## src/rtl/uart_tx_cts.sv

```systemverilog
module uart_tx_cts #(
  parameter int OS = 16
) (
  input  logic       clk,
  input  logic       rst_n,
  input  logic       baud_tick,
  input  logic       wr_en,
  input  logic [7:0] wr_data,
  input  logic [1:0] char_len,
  input  logic       par_en,
  input  logic       par_odd,
  input  logic       stop_long,
  input  logic       flow_en,
  input  logic       cts,
  input  logic       brk,
  output logic       txd,
  output logic       busy,
  output logic       hold_empty,
  output logic       shift_empty
);

  localparam int CW = $clog2(2 * OS);
  localparam logic [CW-1:0] BIT_LAST  = CW'(OS - 1);
  localparam logic [CW-1:0] HALF_LAST = CW'(OS + OS / 2 - 1);
  localparam logic [CW-1:0] TWO_LAST  = CW'(2 * OS - 1);

  typedef enum logic [2:0] {S_IDLE, S_START, S_DATA, S_PAR, S_STOP} st_t;

  st_t           state;
  logic [7:0]    hold_q;
  logic          hold_full;
  logic [7:0]    sh_q;
  logic          par_q;
  logic [2:0]    bit_q;
  logic [CW-1:0] tk_q;
  logic [1:0]    cts_s;

  logic [7:0]    mask;
  logic [2:0]    last_bit;
  logic [CW-1:0] stop_last;
  logic [CW-1:0] cur_last;
  logic          cts_ok;
  logic          load;
  logic          bit_end;

  assign mask      = 8'hFF >> (2'd3 - char_len);
  assign last_bit  = 3'(char_len) + 3'd4;
  assign stop_last = !stop_long ? BIT_LAST : (char_len == 2'd0 ? HALF_LAST : TWO_LAST);
  assign cur_last  = (state == S_STOP) ? stop_last : BIT_LAST;
  assign cts_ok    = !flow_en || cts_s[1];
  assign load      = (state == S_IDLE) && hold_full && cts_ok;
  assign bit_end   = baud_tick && (tk_q == cur_last);

  always_ff @(posedge clk or negedge rst_n) begin
    if (!rst_n) cts_s <= 2'b00;
    else        cts_s <= {cts_s[0], cts};
  end

  always_ff @(posedge clk or negedge rst_n) begin
    if (!rst_n) begin
      hold_q    <= 8'h00;
      hold_full <= 1'b0;
    end else if (wr_en && !hold_full) begin
      hold_q    <= wr_data;
      hold_full <= 1'b1;
    end else if (load) begin
      hold_full <= 1'b0;
    end
  end

  always_ff @(posedge clk or negedge rst_n) begin
    if (!rst_n) begin
      state <= S_IDLE;
      sh_q  <= 8'h00;
      par_q <= 1'b0;
      bit_q <= 3'd0;
      tk_q  <= '0;
    end else if (state == S_IDLE) begin
      if (load) begin
        state <= S_START;
        sh_q  <= hold_q & mask;
        par_q <= ^(hold_q & mask) ^ par_odd;
        tk_q  <= '0;
      end
    end else if (baud_tick) begin
      if (!bit_end) begin
        tk_q <= tk_q + 1'b1;
      end else begin
        tk_q <= '0;
        case (state)
          S_START: begin
            state <= S_DATA;
            bit_q <= 3'd0;
          end
          S_DATA: begin
            sh_q <= sh_q >> 1;
            if (bit_q == last_bit) state <= par_en ? S_PAR : S_STOP;
            else                   bit_q <= bit_q + 3'd1;
          end
          S_PAR:   state <= S_STOP;
          default: state <= S_IDLE;
        endcase
      end
    end
  end

  always_comb begin
    case (state)
      S_START: txd = 1'b0;
      S_DATA:  txd = sh_q[0];
      S_PAR:   txd = par_q;
      default: txd = 1'b1;
    endcase
    if (brk) txd = 1'b0;
  end

  assign hold_empty  = !hold_full;
  assign shift_empty = (state == S_IDLE);
  assign busy        = hold_full || (state != S_IDLE);

  AST_WRITE_TAKEN: assert property (@(posedge clk) disable iff (!rst_n)
    wr_en && hold_empty |=> !hold_empty);

  AST_FULL_WRITE_DROPPED: assert property (@(posedge clk) disable iff (!rst_n)
    wr_en && !hold_empty && !shift_empty |=> $stable(hold_q) && !hold_empty);

  AST_CTS_HOLDS_START: assert property (@(posedge clk) disable iff (!rst_n)
    shift_empty && flow_en && !cts_s[1] |=> shift_empty);

  AST_MOVES_ON_TICK: assert property (@(posedge clk) disable iff (!rst_n)
    ($past(state) != S_IDLE) && (state != $past(state)) |-> $past(baud_tick));

  AST_STOP_BOUND: assert property (@(posedge clk) disable iff (!rst_n)
    state == S_STOP |-> tk_q <= stop_last);

  AST_BREAK_LOW: assert property (@(posedge clk) disable iff (!rst_n)
    brk |-> !txd);

  AST_BUSY_COVERS: assert property (@(posedge clk) disable iff (!rst_n)
    !shift_empty || !hold_empty |-> busy);

endmodule

```

## config.mk

```make
export PLATFORM = sky130hd
export DESIGN_NAME = uart_tx_cts
export DESIGN_NICKNAME = d
export VERILOG_FILES = /design/src/rtl/uart_tx_cts.sv
export SDC_FILE = /design/constraint.sdc
export NUM_CORES = 1
export LEC_CHECK = 0
export ABC_CLOCK_PERIOD_IN_PS = 2100
export BUFFER_PORTS_ARGS = -buffer_cell sky130_fd_sc_hd__buf_2
export CORE_AREA = 2 2 60 62
export DETAILED_ROUTE_END_ITERATION = 8
export DIE_AREA = 0 0 62 64
export GPL_TIMING_DRIVEN = 0
export HOLD_SLACK_MARGIN = 0.06
export MAX_ROUTING_LAYER = met4
export PLACE_DENSITY_LB_ADDON = 0.05
export RECOVER_POWER = 50
export SYNTH_ARGS = -nofsm -noshare
export SYNTH_HDL_FRONTEND = slang
export SYNTH_SLANG_ARGS = --single-unit
```

## constraint.sdc

```tcl
create_clock -name clk -period 2.1 [get_ports clk]
set_input_delay 0.315 -clock clk [delete_from_list [all_inputs] [get_ports clk]]
set_output_delay 0.315 -clock clk [all_outputs]
set_load 0.005 [all_outputs]
```

==> flow_summary_export.csv <==
group,metric,value,unit
finish,nFillCells,317,
job,cap_violations,0,
pwr,power_leakage,0.9283,nW
sta,post-route-period-util,96.05,%
sta,fmax,0.4958,GHz
die,initial_utilization,51.31,%
finish,drive_above_1_share,28.87,%
die,core_area,3284,sq um
logic_synthesis,netlist_instances,162,
worst_setup_path,crit_type,"reg2reg",
die,ios,24,
logic_synthesis,synth_cell_type_count,41,
logic_synthesis,synth-adder-area-share,1.485,%
place,placed_cell_area,1853,sq um
clock_network,cts_root_buffer,"clkbuf_4",
sta,drv_slew,0,
pwr,ir_drop,0.6357,mV
die,die_x,62,um
worst_setup_path,slowest_delay,440,ps
place,place_hpwl,2486,um
clock_network,tritoncts,"yes",
sta,skew,12.65,ps
worst_setup_path,slowest_stage,"dfrtp_2",
worst_setup_path,crit_fanout,7,
logic_synthesis,synth-compound-area-share,12.55,%
logic_synthesis,avgSynthCellArea,10.40,sq um
worst_setup_path,critical_path_arrival,2230,ps
worst_setup_path,cp.required,2310,ps
finish,num_antenna_cells,0,
worst_setup_path,end_kind,"register",
sta,grt_setup_unrepaired,"no",
global_route,grt_pass1_wl,5796,um
routing,num_vias,1253,
logic_synthesis,synth.mux.area_fraction,12.18,%
logic_synthesis,syn_nets,184,
pwr,p_per_area,1222,nW/um^2
place,dp_slack,-32.06,ps
finish,instances_no_fill,240,
finish,finalInstanceArea,1934,sq um
place,routabilityCongestion,0.7643,
sta,relSlewSlack,48.34,%
logic_synthesis,async_reset_ff_share,100.0,%
clock_network,clock_sinks,31,
logic_synthesis,synth_top_family_by_area,"simple AND/OR/NAND/NOR gates",
global_route,grt_max_degree,32,
finish,layout_common_cells,"29 x nand2_1, 29 x dfrtp_1, 21 x buf_2",
routing,drt_wl_total,3329,um
logic_synthesis,synthSimpleGateAreaFrac,18.04,%
logic_synthesis,yosys_warnings,0,
sta,whs,93.69,ps
global_route,antenna_found_initial,0,
place,dp.cells,230,
logic_synthesis,synthXorXnorAreaFrac,5.716,%
worst_hold_path,holdCritPathClass,"in2reg",
logic_synthesis,synth_edf_count,0,
finish,fin_nets,215,
logic_synthesis,syn_area,1685,sq um
sta,worst_pin_slew,775.0,ps
clock_network,path_clk_slew,100,ps
logic_synthesis,ys_ff_latch,31,
clock_network,ctsHtreeMaxLevel,2,
routing,firstDrtPassIters,4,
sta,hold_viol,0,
global_route,grt_overflow,0,
sta,layout_setup_ws,83.01,ps
die,row_count,21,
sta,setup_violations,0,
pwr,fin_total_pwr,0.002364,W
routing,drcViolationCount,0,
die,die_h,64,um
global_route,grtUsageTotal,20.09,%
routing,dr.first_iter.drc_count,43,
worst_setup_path,startpoint_type,"register",
clock_network,cts_buffer_depth,2,
routing,routed_via_density,5.221,
place,io_buffers,22,
finish,areaGrowthSynthToFinish,14.77,%
routing,ant_nets,0,
sta,period_needed,2017,ps
die,die_area,3968,sq um
routing,avgRoutedWirePerCell,13.87,um
logic_synthesis,synth_flop_cell,"dfrtp_1",
clock_network,clk_latency,330,ps
worst_setup_path,timing.critical_path.cells,"and4bb_4, o211a_4, o2111ai_4, o31a_1, buf_6, mux2_4",
logic_synthesis,synth.yosys.seq_area_share,46.03,%
clock_network,numCtsBuffers,5,
global_route,grt_pass1_vias,1332,
outcome,status,"completed",
-- worst paths after layout --
check | start | to | slack, ps | depth (start not counted)
min in group asynchronous | rst_n | state[0]$_DFFE_PN0P_ | 610 | 2
setup reg to reg | state[0]$_DFFE_PN0P_ | sh_q[5]$_DFFE_PN0P_ | 80 | 6
max in group asynchronous | rst_n | state[1]$_DFFE_PN0P_ | 950 | 2
hold reg to reg | cts_s[0]$_DFF_PN0_ | cts_s[1]$_DFF_PN0_ | 370 | 0
setup / recovery | state[0]$_DFFE_PN0P_ | sh_q[5]$_DFFE_PN0P_ | 80 | 6
hold / removal | cts | cts_s[0]$_DFF_PN0_ | 90 | 1
-- power breakdown --
| group | internal (W) | leakage, nW | switching [W] | total (W) |
|---|---|---|---|---|
| sequential | 0.000832 | 0.372 | 0.000211 | 0.00104 |
| clock | 0.000130 | 0.0293 | 0.000195 | 0.000325 |
| combinational | 0.000551 | 0.527 | 0.000444 | 0.000995 |
-- per-layer routing --
layer  vias up  global-route usage [%]  part of all wire, %
met1       605                   26.46                   47
met5         -                       -                    0
met4         0                   5.585                  1.2
met3         5                   6.073                  3.1
li1        621                       -                    -
met2        22                   29.82                   48
-- final cells by class --
cell class	instances	area, sq um	area share, %
buffer	6	38.79	2.005
clock buffer	7	45.04	2.329
clock inverter	1	5.005	0.2587
inverter	8	32.53	1.682
multi-input combinational	116	842.1	43.53
sequential	31	778.2	40.23
tap	46	57.56	2.975
timing repair buffer	25	135.1	6.986
-- worst max-delay path, delay by kind of cell, from the launching register on --
family	cells	cell delay [ps]
mux	1	290
buf+inv	1	150
compound gates	3	650
simple gates	1	370
flops	1	440
-- kinds of logic after synthesis --
kind of cell    count (synthesis)
flops                          31
simple gates                   60
xor+xnor                       11
mux                            16
fa+ha+maj                       2
compound gates                 27
buf+inv                        15
-- stage by stage --
step	setup TNS, ps	util [%]
floorplan	0	-
global placement	0	56.42
detailed placement	-32.06	56.42
CTS	0	58.13
global route	0	58.90
finish	0	58.90
-- repair_timing --
item | 4_1_cts | 5_1_grt
endpoints found under the setup margin | 2 | 12
setup buffers | 0 | 2
hold buffers | 1 | 0
cloned | 0 | 0
endpoints found under the hold margin | 31 | 0
resized for setup | 0 | 6
-- synthesized netlist by cell type (all sizes together) (2+ instances only) --
cell | number | area (sq um)
nor2 | 11 | 41.29
dfrtp | 31 | 775.7
clkbuf | 5 | 18.77
nor3 | 4 | 20.02
nand2 | 29 | 108.9
o21ai | 8 | 40.04
a21oi | 5 | 25.02
nand4 | 3 | 18.77
mux2 | 15 | 195.2
nand3 | 2 | 10.01
xnor2 | 6 | 52.55
xor2 | 5 | 43.79
nand2b | 3 | 18.77
ha | 2 | 25.02
buf | 2 | 18.77
a22o | 2 | 17.52
inv | 8 | 30.03
nor4b | 3 | 32.53
-- registers in the layout, indices dropped and copies added, names as in the netlist --
register   count
tk_q           5
bit_q          3
state          3
cts_s          2
hold_full      1
par_q          1
sh_q           8
hold_q         8
(Power assumes the default switching activity.)
